[src/rtl/clamp_ctl_pkg.sv]
package clamp_ctl_pkg;

    typedef enum logic [1:0] {
        MODE_OFF    = 2'd0,
        MODE_NOALM  = 2'd1,
        MODE_FOLLOW = 2'd2,
        MODE_LATCH  = 2'd3
    } clamp_mode_e;

    typedef struct packed {
        clamp_mode_e mode;
        logic        latched;
        logic        clamp;
    } chan_state_t;

endpackage

[src/rtl/clamp_mode_decode.sv]
module clamp_mode_decode
    import clamp_ctl_pkg::*;
(
    input  clamp_mode_e mode_i,
    input  logic        gate_src_i,
    output logic        latch_en_o,
    output logic        follow_en_o
);

    always_comb begin
        latch_en_o  = 1'b0;
        follow_en_o = 1'b0;
        unique case (mode_i)
            MODE_LATCH:  latch_en_o = 1'b1;
            MODE_FOLLOW: begin
                // A gate-sourced alarm must not release, or the loop re-forms.
                latch_en_o  = gate_src_i;
                follow_en_o = ~gate_src_i;
            end
            default: ;
        endcase
    end

endmodule

[src/rtl/clamp_chan_core.sv]
module clamp_chan_core
    import clamp_ctl_pkg::*;
(
    input  logic       clk,
    input  logic       rst_n,
    input  logic       safe_i,
    input  logic       alarm_i,
    input  logic       alarm_gate_i,
    input  logic       wr_i,
    input  logic [1:0] wr_mode_i,
    output logic       clamp_o
);

    chan_state_t st_d, st_q;
    logic        latch_en, follow_en;

    clamp_mode_decode dec_i (
        .mode_i      (st_q.mode),
        .gate_src_i  (alarm_gate_i),
        .latch_en_o  (latch_en),
        .follow_en_o (follow_en)
    );

    always_comb begin
        st_d = st_q;
        if (wr_i) begin
            // Rewrite has priority over any alarm in the same cycle.
            st_d.mode    = clamp_mode_e'(wr_mode_i);
            st_d.latched = 1'b0;
            st_d.clamp   = safe_i;
        end else begin
            st_d.latched = st_q.latched | (alarm_i & latch_en);
            st_d.clamp   = safe_i | st_d.latched | (alarm_i & follow_en);
        end
    end

    always_ff @(posedge clk) begin
        if (!rst_n) begin
            st_q <= '{mode: MODE_OFF, latched: 1'b0, clamp: 1'b0};
        end else begin
            st_q <= st_d;
        end
    end

    assign clamp_o = st_q.clamp;

    assert_safe_forces_R8: assert property (@(posedge clk) disable iff (!rst_n)
        safe_i |=> clamp_o);

    assert_latch_holds_R4: assert property (@(posedge clk) disable iff (!rst_n)
        (st_q.latched && !wr_i) |=> clamp_o);

    assert_rewrite_releases_R5: assert property (@(posedge clk) disable iff (!rst_n)
        (wr_i && !safe_i) |=> !clamp_o);

    assert_off_no_clamp_R2: assert property (@(posedge clk) disable iff (!rst_n)
        (st_q.mode == MODE_OFF && !wr_i && !safe_i && !st_q.latched) |=> !clamp_o);

    assert_noalm_no_clamp_R3: assert property (@(posedge clk) disable iff (!rst_n)
        (st_q.mode == MODE_NOALM && !wr_i && !safe_i && !st_q.latched) |=> !clamp_o);

    assert_follow_tracks_R6: assert property (@(posedge clk) disable iff (!rst_n)
        (st_q.mode == MODE_FOLLOW && !alarm_gate_i && !wr_i && !st_q.latched)
            |=> (clamp_o == $past(alarm_i | safe_i)));

endmodule

[src/rtl/clamp_ctl_top.sv]
module clamp_ctl_top #(
    parameter int NCH = 2,
    localparam int MW = 2 * NCH
) (
    input  logic           clk,
    input  logic           rst_n,
    input  logic [NCH-1:0] safe_i,
    input  logic [NCH-1:0] alarm_i,
    input  logic [NCH-1:0] alarm_gate_i,
    input  logic [NCH-1:0] cfg_wr_i,
    input  logic [MW-1:0]  cfg_mode_i,
    output logic [NCH-1:0] clamp_o
);

    for (genvar c = 0; c < NCH; c++) begin : g_ch
        clamp_chan_core core_i (
            .clk          (clk),
            .rst_n        (rst_n),
            .safe_i       (safe_i[c]),
            .alarm_i      (alarm_i[c]),
            .alarm_gate_i (alarm_gate_i[c]),
            .wr_i         (cfg_wr_i[c]),
            .wr_mode_i    (cfg_mode_i[2*c +: 2]),
            .clamp_o      (clamp_o[c])
        );
    end

    assert_reset_clear_R1: assert property (@(posedge clk)
        !rst_n |=> (clamp_o == '0));

endmodule

[config.mk]
export PLATFORM = sky130hd
export DESIGN_NAME = clamp_ctl_top
export DESIGN_NICKNAME = d
export VERILOG_FILES = /design/src/rtl/clamp_ctl_pkg.sv /design/src/rtl/clamp_mode_decode.sv /design/src/rtl/clamp_chan_core.sv /design/src/rtl/clamp_ctl_top.sv
export SDC_FILE = /design/constraint.sdc
export NUM_CORES = 1
export LEC_CHECK = 0
export ABC_AREA = 1
export BUFFER_PORTS_ARGS = -buffer_cell sky130_fd_sc_hd__buf_2
export CAP_MARGIN = 20
export CORE_AREA = 2 2 39 41
export DETAILED_ROUTE_END_ITERATION = 12
export DIE_AREA = 0 0 41 43
export PLACE_DENSITY = 0.59
export SYNTH_ARGS = -nofsm -noshare
export SYNTH_HDL_FRONTEND = slang
export SYNTH_SLANG_ARGS = --single-unit
[constraint.sdc]
create_clock -name clk -period 0.8 [get_ports clk]
set_input_delay 0 -clock clk [delete_from_list [all_inputs] [get_ports clk]]
set_output_delay 0 -clock clk [all_outputs]
set_load 0.1 [all_outputs]
---- Word-level counts from Yosys, hierarchy flattened ----
Cells that the tools add are included.
operators by class
  add/subtract/negate cells ............... 0
  order comparisons ....................... 0
  reduce and logical (&&, ||, !) cells .... 2
  divide/modulo/power cells ............... 0
  equal/unequal tests ..................... 4
  multiplexer cells ....................... 6
  bitwise operators ....................... 13
  $mul .................................... 0
  shift operators ......................... 0
operators with widths
  cell                                  number
  == test 2 bit, second input constant  4
  OR 1 bit                              6
  AND 1 bit                             4
  two-way mux 1 bit                     4
  case mux 1 bit (2 select lines)       2
  OR reduction 2 bit                    2
  inverter 1 bit                        3
storage, ports and cells
  memories kept ........................... 0
  output and inout port bits .............. 2
  input bits .............................. 14
  flip-flop bits (word level) ............. 8
  memory bits (writable) .................. 0
  bits in read-only memories .............. 0
  bits in latches ......................... 0

---- Longest topological paths before layout ----
Gate-level depths: netlist of the first run.
  depth after elaboration ................. 7
  mapped depth ............................ 4

---- Modules after synthesis ----
From an unflattened synthesis of the first run, not the netlist that was laid out.
second synthesis, totals
  cell total of the unflattened synthesis .. 58
  area total of the unflattened synthesis .. 375.4 µm²
by module, submodules not included
  module             times used  sequential area each (µm²)  cells an instance  area an instance (µm²)
  clamp_chan_core    2           80.1                        23                 162.7
  clamp_mode_decode  2           0.0                         6                  25.0

---- Least setup slack after synthesis of the first run ----
OpenSTA, ideal clock, no wires.
  path type ............................... register to register
  start point ............................. register g_ch[0].core_i.st_q[1] (netlist name)
  end point ............................... register g_ch[0].core_i.st_q[1] (netlist name)
  stages on the path, launching flop included .. 5
  slack ................................... 173 ps
  arrival time ............................ 513 ps
  data required time ...................... 686 ps
  path through ............................ dfxtp_1 -> inv_1 -> nand2_1 -> nor2_1 -> nor2_2
between the ends
  word-level cells in the longest chain between the ends .. 1
ends and longest elaborated chain
  item                    line                   RTL
  start, declared         clamp_chan_core.sv:14  chan_state_t st_d, st_q;
  start signal, assigned  clamp_chan_core.sv:39  st_q <= '{mode: MODE_OFF, latched: 1'b0, clamp: 1'b0};
  start signal, assigned  clamp_chan_core.sv:41  st_q <= st_d;
  OR 1 bit                clamp_chan_core.sv:32  st_d.latched = st_q.latched | (alarm_i & latch_en);
Every way passes these cells.
A chain may end at the register's enable or synchronous reset.

---- Final worst setup path of the first run ----
  start point ............................. register g_ch[1].core_i.st_q, in the netlist g_ch[1].core_i.clamp_o
  end point ............................... output clamp_o[1]
RTL lines
  item                    line                   RTL
  start, declared         clamp_chan_core.sv:14
  start signal, assigned  clamp_chan_core.sv:39
  start signal, assigned  clamp_chan_core.sv:41
  end, declared           clamp_ctl_top.sv:12    output logic [NCH-1:0] clamp_o
No word-level cell between the ends.

==> results of run 1 <==
-- flip-flops by register name, summed over array words and instances, names as in the netlist --
signal / cells
g_ch.core_i.clamp_o: 2
g_ch.core_i.st_q: 6
-- per-layer routing --
layer  wire, um  global-route usage  vias to the layer above
met5          0                   0                        -
met4          4              0.0800                        0
met3         49              0.0314                        2
met2        395               0.156                        8
met1        256              0.0871                      152
li1           -                   -                      184
-- where the power goes --
part / internal (mW) / switching (mW) / total [mW]
sequential: 0.422 / 0.0119 / 0.434
clock: 0.171 / 0.132 / 0.303
combinational: 0.0876 / 0.102 / 0.189
total: 0.681 / 0.246 / 0.927
-- through the flow --
step,setup WS [ps],instance area (um^2),util,power [mW]
global route,20.4,528,0.382,0.978
global placement,146,443,0.320,0.606
finish,44.5,528,0.382,0.927
detailed placement,139,443,0.320,0.608
CTS,2.37,526,0.380,0.939
floorplan,173,333,-,0.540
-- tightest hold or removal path, stage by stage --
cell and delay [ps]:
buf_2 100, nand2_1 60, a21oi_1 50
-- worst paths after layout --
check	cells past startpoint	to	slack, ps	start
hold reg to reg	2	g_ch[1].core_i.st_q[2]$_SDFFE_PN0P_	460	g_ch[1].core_i.st_q[2]$_SDFFE_PN0P_
setup / recovery	1	clamp_o[1]	40	g_ch[1].core_i.clamp_o$_SDFF_PN0_
setup reg to reg	4	g_ch[0].core_i.st_q[1]$_SDFF_PP0_	130	g_ch[0].core_i.st_q[1]$_SDFF_PP0_
hold / removal	3	g_ch[1].core_i.st_q[2]$_SDFFE_PN0P_	10	cfg_mode_i[2]
-- Yosys cell counts --
library cell / count / area (um^2)
nand2_1: 14 / 52.6
dfxtp_1: 8 / 160
nor2_2: 4 / 25.0
inv_1: 7 / 26.3
nor2_1: 8 / 30.0
o21ai_0: 3 / 15.0
a21oi_1: 1 / 5.00
inv_2: 1 / 3.75
buf_4: 2 / 15.0
-- what timing repair did --
action	4_1_cts	5_1_grt
gates resized for setup	0	2
hold buffers	6	0
hold endpoints to repair	6	0
endpoints found under the setup margin	0	2
-- area by class of cell --
cell class,count,area share
sequential,8,0.308
multi-input combinational,30,0.242
timing repair buffer,21,0.313
clock buffer,3,0.0427
inverter,8,0.0569
tap,16,0.0379
-- logic make-up (layout without fill, tap and decap cells) --
kind of cell / Yosys count / count (layout) / synth area share
flops: 8 / 8 / 0.481
simple gates: 26 / 26 / 0.323
buf+inv: 10 / 32 / 0.135
compound gates: 4 / 4 / 0.0601
==> results.sh, run 1 <==
export IMPL_status="completed"
export IMPL_gr_usage_all_layers=0.0955
export IMPL_hold_class="in2reg"
export IMPL_yosysWarningCount=0
export IMPL_dieArea_um2=1760
export IMPL_cts_clk_slew_worst_paths_ps=50
export IMPL_final_hold_viol_count=0
export IMPL_dp_hpwl_um=521
export IMPL_place_congestion=0.671
export IMPL_clk_path_buf_depth=2
export IMPL_slew_viol_final=0
export IMPL_setup_worst_path_start_class="register"
export IMPL_clock_sinks=8
export IMPL_cp_data_arrival_time_ps=760
export IMPL_vias=346
export IMPL_core_rowCount=14
export IMPL_grt_ovfl_total=0
export IMPL_worstMarginPinSlew_ps=153
export IMPL_crit_chain="buf_12"
export IMPL_die_y_um=43
export IMPL_nFillCells=141
export IMPL_seq_area_frac_synth=0.481
export IMPL_post_cts_buffers=0
export IMPL_path_delay_family="flip-flops"
export IMPL_dp_cells=77
export IMPL_coreArea_um2=1380
export IMPL_area_growth_pct=58.6
export IMPL_cts_root_buf="clkbuf_4"
export IMPL_crit_fanout=1
export IMPL_grt_first_pass_wirelength_mm=1.08
export IMPL_timing_max_cap_violations=0
export IMPL_antenna_cells=0
export IMPL_p_per_area_nw_per_um2=1760
export IMPL_cp_data_required_time_ps=800
export IMPL_wire_per_inst_um=8.20
export IMPL_clock_latency_ps=250
export IMPL_fin_crit_sh=0.944
export IMPL_syn_cell_area_um2=333
export IMPL_critical_path_class="reg2out"
export IMPL_crit_buf_inv=1
export IMPL_wirelength_um=705
export IMPL_setup_viol=0
export IMPL_syn_avg_cell_area_um2=6.93
export IMPL_antenna_found_initial=0
export IMPL_drive_gt1_frac=0.357
export IMPL_drt_iter0_drc=5
export IMPL_avgViaCountPerCell=4.02
export IMPL_start_util=0.241
export IMPL_synth_seq_cells=8
export IMPL_synth_distinct_cells=9
export IMPL_seqCellArea_um2=163
export IMPL_cts_tree="yes"
export IMPL_fin_worst_skew_ps=0.649
export IMPL_synth_cells=48
export IMPL_cpPeakStageDelay_ps=340
export IMPL_die_w_um=41
export IMPL_tns_ps=0
export IMPL_cp_slowest_cell="dfxtp_2"
export IMPL_whs_ps=9.94
export IMPL_final_cell_mix="nand2_1 (14), buf_2 (13), nor2_1 (8)"
export IMPL_fin_crit_ps=755
export IMPL_nNetsFinal=86
export IMPL_multi_input_area_um2=128
export IMPL_io_pins=16
export IMPL_power_leakage_nw=0.276
export IMPL_rsz0062_at_grt="no"
export IMPL_grt_max_degree=7
export IMPL_firstDrtPassIters=4
export IMPL_relSlewSlack=0.897
export IMPL_synth_nets=62
export IMPL_final_common_cell="nand2_1"
export IMPL_htreeDepth=1
export IMPL_io_buffers=15
export IMPL_clock_fmax_mhz=1320
export IMPL_final_cell_count_no_fill=86
export IMPL_grt_pass1_vias=312
export IMPL_postRouteAntennaNets=0
export IMPL_drcViolationCount=0
export IMPL_cts_buffers=3
export IMPL_end_kind="output port"
export IMPL_peakVddDrop_mv=0.621
Note: power is estimated with default switching activity, not from simulation.
==> run 2: changes to the inputs <==
--- a/config.mk
+++ b/config.mk
@@ -5,7 +5,6 @@
 export SDC_FILE = /design/constraint.sdc
 export NUM_CORES = 1
 export LEC_CHECK = 0
-export ABC_AREA = 1
 export BUFFER_PORTS_ARGS = -buffer_cell sky130_fd_sc_hd__buf_2
 export CAP_MARGIN = 20
 export CORE_AREA = 2 2 39 41
==> run 2 against run 1 <==
- the run now ends with negative setup slack left
- clock skew shrank 0.52 ps
- combinational power shrank 9.5%
- clock power is 3% lower
- die area unchanged
- first-iteration DRC count unchanged
- cell count decreased by 23%
- worst hold slack gained 2.5 ps
- flip-flop and latch count unchanged
- critical path type is now reg2reg
- critical endpoint is now g_ch[1].core_i.clamp_o$_SDFF_PN0_
- largest cell class is now flip-flops and latches
==> results.sh, run 2 <==
export IMPL_violations="negative setup slack"
export IMPL_synth_flop_cell="dfxtp_1"
export IMPL_fin_crit_sh=1.03
export IMPL_drt_iter0_drc=5
export IMPL_critical_path_class="reg2reg"
export IMPL_ff2ff_path_depth=2
export IMPL_peakVddDrop_mv=0.539
export IMPL_syn_cell_area_um2=328
export IMPL_nFillCells=153
export IMPL_reg2reg_to="g_ch[1].core_i.clamp_o$_SDFF_PN0_"
export IMPL_synth_edf_count=0
export IMPL_coreArea_um2=1380
export IMPL_grt_ovfl_total=0
export IMPL_area_growth_pct=47.7
export IMPL_synthTopCellsByCount="dfxtp_1 (8), mux2i_1 (4), nand2b_1 (4), nor2b_1 (4)"
export IMPL_async_reset_ff_frac=0
export IMPL_io_pins=16
export IMPL_cp_data_arrival_time_ps=960
export IMPL_placedInstanceArea_um2=453
export IMPL_worstMarginPinSlew_ps=155
export IMPL_setup_worst_path_start_class="register"
export IMPL_netlist_area_leader_share=0.489
export IMPL_post_cts_buffers=0
export IMPL_hold_depth=3
export IMPL_tns_ps=-49.2
export IMPL_htreeDepth=1
export IMPL_timing_max_cap_violations=0
export IMPL_cts_root_buf="clkbuf_4"
export IMPL_antenna_found_initial=0
export IMPL_status="finished with violations"
export IMPL_cts_buffers=3
export IMPL_seq_area_frac_synth=0.489
export IMPL_final_cell_count_no_fill=66
export IMPL_avgViaCountPerCell=4.21
export IMPL_die_y_um=43
export IMPL_place_worst_setup_slack_ps=-42.8
export IMPL_start_util=0.237
export IMPL_setup_viol=2
export IMPL_gr_usage_all_layers=0.0834
export IMPL_grt_first_pass_wirelength_um=972
export IMPL_synth_area_leader_cell="dfxtp_1"
export IMPL_dieArea_um2=1760
export IMPL_rsz0062_at_grt="yes"
export IMPL_swShare=0.247
export IMPL_clk_path_buf_depth=2
export IMPL_final_common_cell="buf_2"
export IMPL_wire_per_inst_um=9.05
export IMPL_synth_most_common_cell="dfxtp_1"
export IMPL_synth_compound_area_frac=0.130
export IMPL_grt_pass1_vias=263
export IMPL_yosysWarningCount=0
export IMPL_firstDrtPassIters=2
export IMPL_synth_distinct_cells=10
export IMPL_die_w_um=41
export IMPL_synth_top_family_by_area="simple AND/OR/NAND/NOR gates"
export IMPL_synth_cells=32
export IMPL_dp_cells=63
export IMPL_final_cell_mix="buf_2 (13), dfxtp_1 (5), mux2i_1 (4), nor2b_1 (4), nand2b_1 (4)"
export IMPL_utilization=0.350
export IMPL_power_leakage_nw=0.224
export IMPL_p_per_area_nw_per_um2=1850
export IMPL_post_route_cell_area_um2=484
export IMPL_syn_avg_cell_area_um2=10.2
export IMPL_netlist_top_cells_area="dfxtp_1 (49%), mux2i_1 (12%), nand2b_1 (7.6%)"
export IMPL_drcViolationCount=0
export IMPL_cts_tree="yes"
export IMPL_hold_path_startpoint="cfg_mode_i[0]"
export IMPL_wirelength_um=597
export IMPL_fin_ws_ps=-25.5
export IMPL_synth_nets=46
export IMPL_top_register="g_ch.core_i.st_q"
export IMPL_hold_class="in2reg"
export IMPL_grt_max_degree=9
export IMPL_fin_worst_skew_ps=0.127
export IMPL_slew_viol_final=0
export IMPL_cts_clk_slew_worst_paths_ps=60
export IMPL_hold_end="g_ch[0].core_i.st_q[2]$_SDFFE_PN0P_"
export IMPL_place_congestion=0.627
export IMPL_synth_xor_area_frac=0
export IMPL_antenna_cells=0
export IMPL_crit_fanout=2
export IMPL_clock_sinks=8
export IMPL_synth_mux_area_frac=0.122
export IMPL_fin_crit_ps=826
export IMPL_synthSimpleGateAreaFrac=0.191
export IMPL_synth_adder_area_share=0
export IMPL_postRouteAntennaNets=0
export IMPL_nNetsFinal=66
export IMPL_hold_buffers=0
export IMPL_rrSetupSlack_ps=-30
export IMPL_seqPwrFrac=0.481
export IMPL_p_sw_uw=222
export IMPL_io_buffers=15
export IMPL_p_comb_frac=0.191
export IMPL_intPower_uw=676
export IMPL_vias=278
export IMPL_core_rowCount=14
export IMPL_end_kind="register"
export IMPL_clock_latency_ps=240
export IMPL_final_hold_viol_count=0
export IMPL_clock_fmax_mhz=1210
export IMPL_cp_data_required_time_ps=940
export IMPL_reg2reg_from="g_ch[1].core_i.st_q[3]$_SDFFE_PN0P_"
export IMPL_largest_reg_flops=6
export IMPL_pwr_share_clk=0.329
export IMPL_synth_seq_cells=8
export IMPL_drive_gt1_frac=0.480
export IMPL_relSlewSlack=0.896
-- run 2: changes by cell type in the layout (fill, tap and decap cells not counted), moves of 3 or more --
cell           previous run  this run
nand2_1                  14         0
o21ai_0                   3         0
nor2_1                    8         0
inv_1                     7         2
nand2b_1                  0         4
nor2_2                    4         0
dlygate4sd3_1             6         0
mux2i_1                   0         4
nor2b_1                   0         4
-- run 2: kinds of logic after synthesis --
family,count (synthesis)
compound gates,6
flops,8
simple gates,10
buf+inv,4
mux,4
-- run 2: per-stage QoR --
stage          hold slack, ps  power [mW]
5_1_grt                  13.8       0.952
3_3_place_gp              260       0.606
2_1_floorplan             128       0.530
6_report                 12.4       0.898
4_1_cts                  11.7       0.911
3_5_place_dp              268       0.609
-- run 2: final cells by class --
cell class / instances / area (um^2) / area share
sequential: 8 / 164 / 0.339
inverter: 2 / 7.51 / 0.0155
multi-input combinational: 20 / 150 / 0.310
timing repair buffer: 17 / 120 / 0.248
tap: 16 / 20.0 / 0.0413
clock buffer: 3 / 22.5 / 0.0465
-- run 2: worst max-delay path, cell delays in order (launching register included) --
cell and delay [ps]:
dfxtp_1 300, a211o_1 250, and3_4 160
-- run 2: layer usage --
layer  routed length, um  up-vias  global-route usage  share of wire
li1                    -      147                   -              -
met1                 259      126              0.0903           0.43
met2                 321        5               0.134           0.54
met3                  16        0              0.0157          0.027
met4                   0        0              0.0600              0
met5                   0        -                   0              0
-- run 2: how the worst max path moves through the flow --
stage | slack, ps | to | from
2_1_floorplan | 7 | g_ch[0].core_i.clamp_o$_SDFF_PN0_ | g_ch[0].core_i.st_q[3]$_SDFFE_PN0P_
3_3_place_gp | -10 | g_ch[1].core_i.clamp_o$_SDFF_PN0_ | g_ch[1].core_i.st_q[1]$_SDFF_PP0_
3_5_place_dp | -40 | g_ch[1].core_i.clamp_o$_SDFF_PN0_ | g_ch[1].core_i.st_q[1]$_SDFF_PP0_
4_1_cts | -50 | g_ch[1].core_i.clamp_o$_SDFF_PN0_ | g_ch[1].core_i.st_q[1]$_SDFF_PP0_
5_1_grt | -50 | g_ch[1].core_i.clamp_o$_SDFF_PN0_ | g_ch[1].core_i.st_q[3]$_SDFFE_PN0P_
6_report | -30 | g_ch[1].core_i.clamp_o$_SDFF_PN0_ | g_ch[1].core_i.st_q[3]$_SDFFE_PN0P_
-- run 2: power groups by stage --
stage	registers, mW	logic (mW)	clock network [mW]
after global placement	0.439	0.168	0
after CTS	0.431	0.170	0.310
final	0.431	0.171	0.295
after floorplan	0.434	0.0962	0
after detailed placement	0.439	0.170	0
after global routing	0.433	0.183	0.336
-- run 2: what timing repair did --
action / CTS / global route
pin swaps: 0 / 1
resized for setup: 0 / 4
setup endpoints to repair: 2 / 4
